<file path="src/rtl/axi_halt_seq.sv">
module axi_halt_seq #(
  parameter int NPORTS     = 3,
  parameter int TIMEOUT_MS = 100
) (
  input  logic              clk,
  input  logic              rst_n,
  input  logic              halt_start,
  input  logic              ms_tick,
  input  logic [NPORTS-1:0] halt_ack,
  input  logic [NPORTS-1:0] port_idle,
  output logic [NPORTS-1:0] halt_req,
  output logic              halt_done,
  output logic [NPORTS-1:0] halt_fail
);
  localparam int IW = (NPORTS > 1) ? $clog2(NPORTS) : 1;
  localparam int TW = $clog2(TIMEOUT_MS + 1);
  localparam logic [IW-1:0] LAST = IW'(NPORTS - 1);
  localparam logic [TW-1:0] TLIM = TW'(TIMEOUT_MS);

  typedef enum logic [2:0] {S_IDLE, S_CHECK, S_WAIT, S_GRADE, S_NEXT} st_t;

  st_t             st;
  logic [IW-1:0]   idx;
  logic [TW-1:0]   tcnt;
  logic [NPORTS-1:0] ack_m, ack_s, idle_m, idle_s;
  logic            running;

  assign running = (st != S_IDLE);

  always_ff @(posedge clk or negedge rst_n)
    if (!rst_n) begin
      ack_m <= '0; ack_s <= '0; idle_m <= '0; idle_s <= '0;
    end else begin
      ack_m <= halt_ack;  ack_s  <= ack_m;
      idle_m <= port_idle; idle_s <= idle_m;
    end

  always_ff @(posedge clk or negedge rst_n)
    if (!rst_n) begin
      st        <= S_IDLE;
      idx       <= '0;
      tcnt      <= '0;
      halt_req  <= '0;
      halt_done <= 1'b0;
      halt_fail <= '0;
    end else begin
      halt_done <= 1'b0;
      case (st)
        S_IDLE:
          if (halt_start) begin
            halt_fail <= '0;
            idx       <= '0;
            st        <= S_CHECK;
          end
        S_CHECK:
          if (idle_s[idx]) st <= S_NEXT;
          else begin
            halt_req[idx] <= 1'b1;
            tcnt          <= '0;
            st            <= S_WAIT;
          end
        S_WAIT:
          if (ack_s[idx] || tcnt == TLIM) st <= S_GRADE;
          else if (ms_tick) tcnt <= tcnt + 1'b1;
        S_GRADE: begin
          halt_fail[idx] <= ~idle_s[idx];
          halt_req[idx]  <= 1'b0;
          st             <= S_NEXT;
        end
        S_NEXT:
          if (idx == LAST) begin
            halt_done <= 1'b1;
            st        <= S_IDLE;
          end else begin
            idx <= idx + 1'b1;
            st  <= S_CHECK;
          end
        default: st <= S_IDLE;
      endcase
    end
endmodule

</file>
<file path="config.mk">
export PLATFORM = sky130hd
export DESIGN_NAME = axi_halt_seq
export DESIGN_NICKNAME = d
export VERILOG_FILES = /design/src/rtl/axi_halt_seq.sv
export SDC_FILE = /design/constraint.sdc
export NUM_CORES = 1
export LEC_CHECK = 0
export BUFFER_PORTS_ARGS = -buffer_cell sky130_fd_sc_hd__buf_2
export CAP_MARGIN = 10
export CORE_UTILIZATION = 50
export CTS_CLUSTER_DIAMETER = 50
export CTS_CLUSTER_SIZE = 25
export DETAILED_ROUTE_END_ITERATION = 8
export GPL_TIMING_DRIVEN = 0
export PLACE_DENSITY = 0.73
export SYNTH_ARGS = -nofsm -noshare
export SYNTH_HDL_FRONTEND = slang
export SYNTH_SLANG_ARGS = --single-unit
</file>
<file path="constraint.sdc">
create_clock -name clk -period 1.42 [get_ports clk]
set_input_delay 0.213 -clock clk [delete_from_list [all_inputs] [get_ports clk]]
set_output_delay 0.213 -clock clk [all_outputs]
set_load 0.02 [all_outputs]
</file>
==> results_dict.tcl <==
set metrics [dict create \
    drc 0 \
    fillers 170 \
    grt_pass1_wl_um 4460 \
    synth_area_um2 1380 \
    slowest_stage "dfrtp_1" \
    critPathMaxFanout 3 \
    track_usage 0.223 \
    drt_iter0_markers 15 \
    nets 180 \
    end_kind "register" \
    grt_pass1_vias 1052 \
    yosys.area.top_type_share 0.563 \
    tightest_slew_ps 660 \
    critPathRequiredTime_ps 1670 \
    via_per_inst 5.81 \
    status "complete, but fails checks" \
    min_path_cells 4 \
    synth_edf_count 0 \
    dr_total_vias 1139 \
    syn-mean-instance-area_um2 11.2 \
    rrSetupSlack_ps -120 \
    gp_congestion 0.841 \
    power_mw 3.26 \
    timing.fmax_mhz 648 \
    design.portCount 17 \
    overflow 0 \
    violations "negative setup slack" \
    setup_viol 7 \
    rsz0062_at_grt "true" \
    p_per_area_nw_per_um2 1780 \
    cts.sinks 31 \
    synth_cells 123 \
    leakage_nw 0.808 \
    hold_viol 0 \
    clkSlewWorstSetupHoldPaths_ps 90 \
    synthArstFlopShare 1.00 \
    io_buffers 16 \
    crit_family "compound AO/OA/AOI/OAI gates" \
    synth_warnings 0 \
    min_path_type "input port to register" \
    grt_max_degree 32 \
    drive_above_1_share 0.367 \
    cts_buffer_depth 2 \
    area_delta_synth_final_pct 32.7 \
    wl_per_cell_um 14.4 \
    n_antenna_cell 0 \
    holdCritStartpoint "ms_tick" \
    syn_nets 138 \
    fin_crit_sh 1.09 \
    yosysTopAreaCell "dfrtp_1" \
    crit_chain "inv_2 -> ha_4 -> nand4_1 -> o311ai_2 -> o21ai_2 -> a2bb2oi_1" \
    rows 18 \
    fin_crit_ps 1540 \
    synth_area_leaders "dfrtp_1 (56%), a31oi_1 (5.0%), ha_1 (4.5%), nand3_1 (3.3%), o21ai_0 (2.9%)" \
    hpwl_um 1760 \
    antenna_found_initial 0 \
    cp_num_cells 6 \
    cts_made_buffers 5 \
    core_area_um2 2540 \
    ys_ff_latch 31 \
    slowest_delay_ps 410 \
    ir_drop_mv 1.31 \
    die_h_um 54.5 \
    worst_skew_pair.late_latency_ps 330 \
    synth_seq_area_share 0.563 \
    cts_tree "yes" \
    worst-path-buf-inv 1 \
    r2r-end "tcnt[3]" \
    die_w_um 54.5 \
    die_area_um2 2970 \
    initial_utilization 0.542 \
    final_area_um2 1830 \
    final.setup_skew_ps 7.81 \
    criticalPathCategory "register to register" \
    crit_arrival_ps 1800 \
    synth_top_flop_cell "dfrtp_1" \
    drv_cap 0 \
    startpoint_type "register" \
    fin_ws_ps -122 \
    slew_viol_final 0 \
    drt_wl_total_um 2830 \
    first_pass_iters 5 \
    r2r_start "tcnt[0]" \
    cts_root_buf "clkbuf_4" \
    htreeDepth 2 \
    reg2reg_depth 6 \
    placed_cell_area_um2 1500 \
    slew_headroom 0.560 \
    ant_nets 0 \
    worstHoldEndpoint "tcnt[2]" \
    synth.distinct_cells 36 \
]
[cell usage after synthesis (3+ instances only)]
master / number
nand3b_1: 3
a31oi_1: 11
dfrtp_1: 31
ha_1: 5
nand3_1: 9
inv_1: 5
a21boi_0: 3
nand2_1: 6
o21ai_0: 8
nor2_1: 6
mux2i_1: 3
[how the worst max path moves through the flow]
| stage | start | to | slack, ps |
|---|---|---|---|
| finish | tcnt[0] | tcnt[3] | -120 |
| global route | tcnt[0] | tcnt[0] | -280 |
| CTS | tcnt[1] | tcnt[6] | -130 |
| detailed placement | tcnt[0] | tcnt[2] | -130 |
| global placement | st[2] | tcnt[0] | -120 |
| floorplan | tcnt[0] | tcnt[2] | 2 |
[report_power, final]
part / internal [mW] / switching (mW) / leakage (nW)
logic: 0.715 / 0.829 / 0.377
clock network: 0.291 / 0.287 / 0.0386
registers: 1.03 / 0.107 / 0.393
[cells in the final DEF (no fill, tap or decap), drive strengths merged, types with 2 or more instances in the layout]
| master | Yosys | layout |
|---|---|---|
| a31oi | 11 | 11 |
| mux2i | 3 | 3 |
| buf | 4 | 33 |
| nand3b | 3 | 3 |
| a2bb2oi | 2 | 2 |
| nor2 | 6 | 6 |
| o21ai | 11 | 11 |
| a21boi | 3 | 3 |
| nand2 | 6 | 6 |
| dlygate4sd3 | 0 | 7 |
| nand3 | 9 | 9 |
| dfrtp | 31 | 31 |
| nand4 | 2 | 2 |
| clkbuf | 2 | 9 |
| a22o | 2 | 2 |
| inv | 5 | 5 |
| nor3 | 2 | 2 |
| o21a | 2 | 2 |
| ha | 5 | 5 |
[worst min-delay path, cell delays in order]
cell and delay (ps):
buf_2 150, nand2_1 70, nand2_1 60, a31oi_1 70
[layer usage]
metal	track usage	up-vias	part of all wire
met1	0.261	563	0.48
met4	0.0769	0	0.013
met3	0.0833	5	0.041
met2	0.372	29	0.47
li1	-	542	-
met5	0	-	0
[state kept, by name, summed over array words and instances (netlist names), named ones only]
| signal | flops |
|---|---|
| idle_m | 3 |
| halt_fail | 3 |
| tcnt | 7 |
| ack_m | 3 |
| ack_s | 3 |
| idle_s | 3 |
| st | 3 |
| idx | 2 |
| halt_done | 1 |
[logic make-up after synthesis]
family / Yosys count / share of synthesized area
AOI/OAI and AO/OA: 40 / 0.198
and+or+nand+nor: 33 / 0.132
DFF: 31 / 0.563
buffers and inverters: 11 / 0.0399
adders and majority gates: 5 / 0.0454
muxes: 3 / 0.0218
[cell type report]
type                            count  area, µm²  area share
Inverter                            5       18.8      0.0103
Clock buffer                        8       68.8      0.0376
Tap cell                           30       37.5      0.0205
Buffer                              6       61.3      0.0335
Sequential cell                    31        776       0.424
Multi-Input combinational cell     81        627       0.343
Timing Repair Buffer               35        240       0.131
[metrics by stage]
stage / TNS [ps] / cells / setup slack [ps] / hold WS (ps) / utilization
after floorplan: 0 / 123 / 1.88 / -82.6 / -
after global placement: -738 / 169 / -115 / 269 / 0.589
after detailed placement: -942 / 169 / -129 / 282 / 0.589
after CTS: -613 / 193 / -125 / 225 / 0.686
after global routing: -1460 / 196 / -278 / 244 / 0.719
final: -613 / 196 / -122 / 261 / 0.719
[repair_timing]
item / in CTS / in global routing
pin swaps: 4 / 11
hold buffers: 7 / 0
endpoints found under the setup margin: 11 / 16
setup buffers: 9 / 3
endpoints found under the hold margin: 37 / 0
resized for setup: 7 / 19
Note: power is estimated with default switching activity, not from simulation.
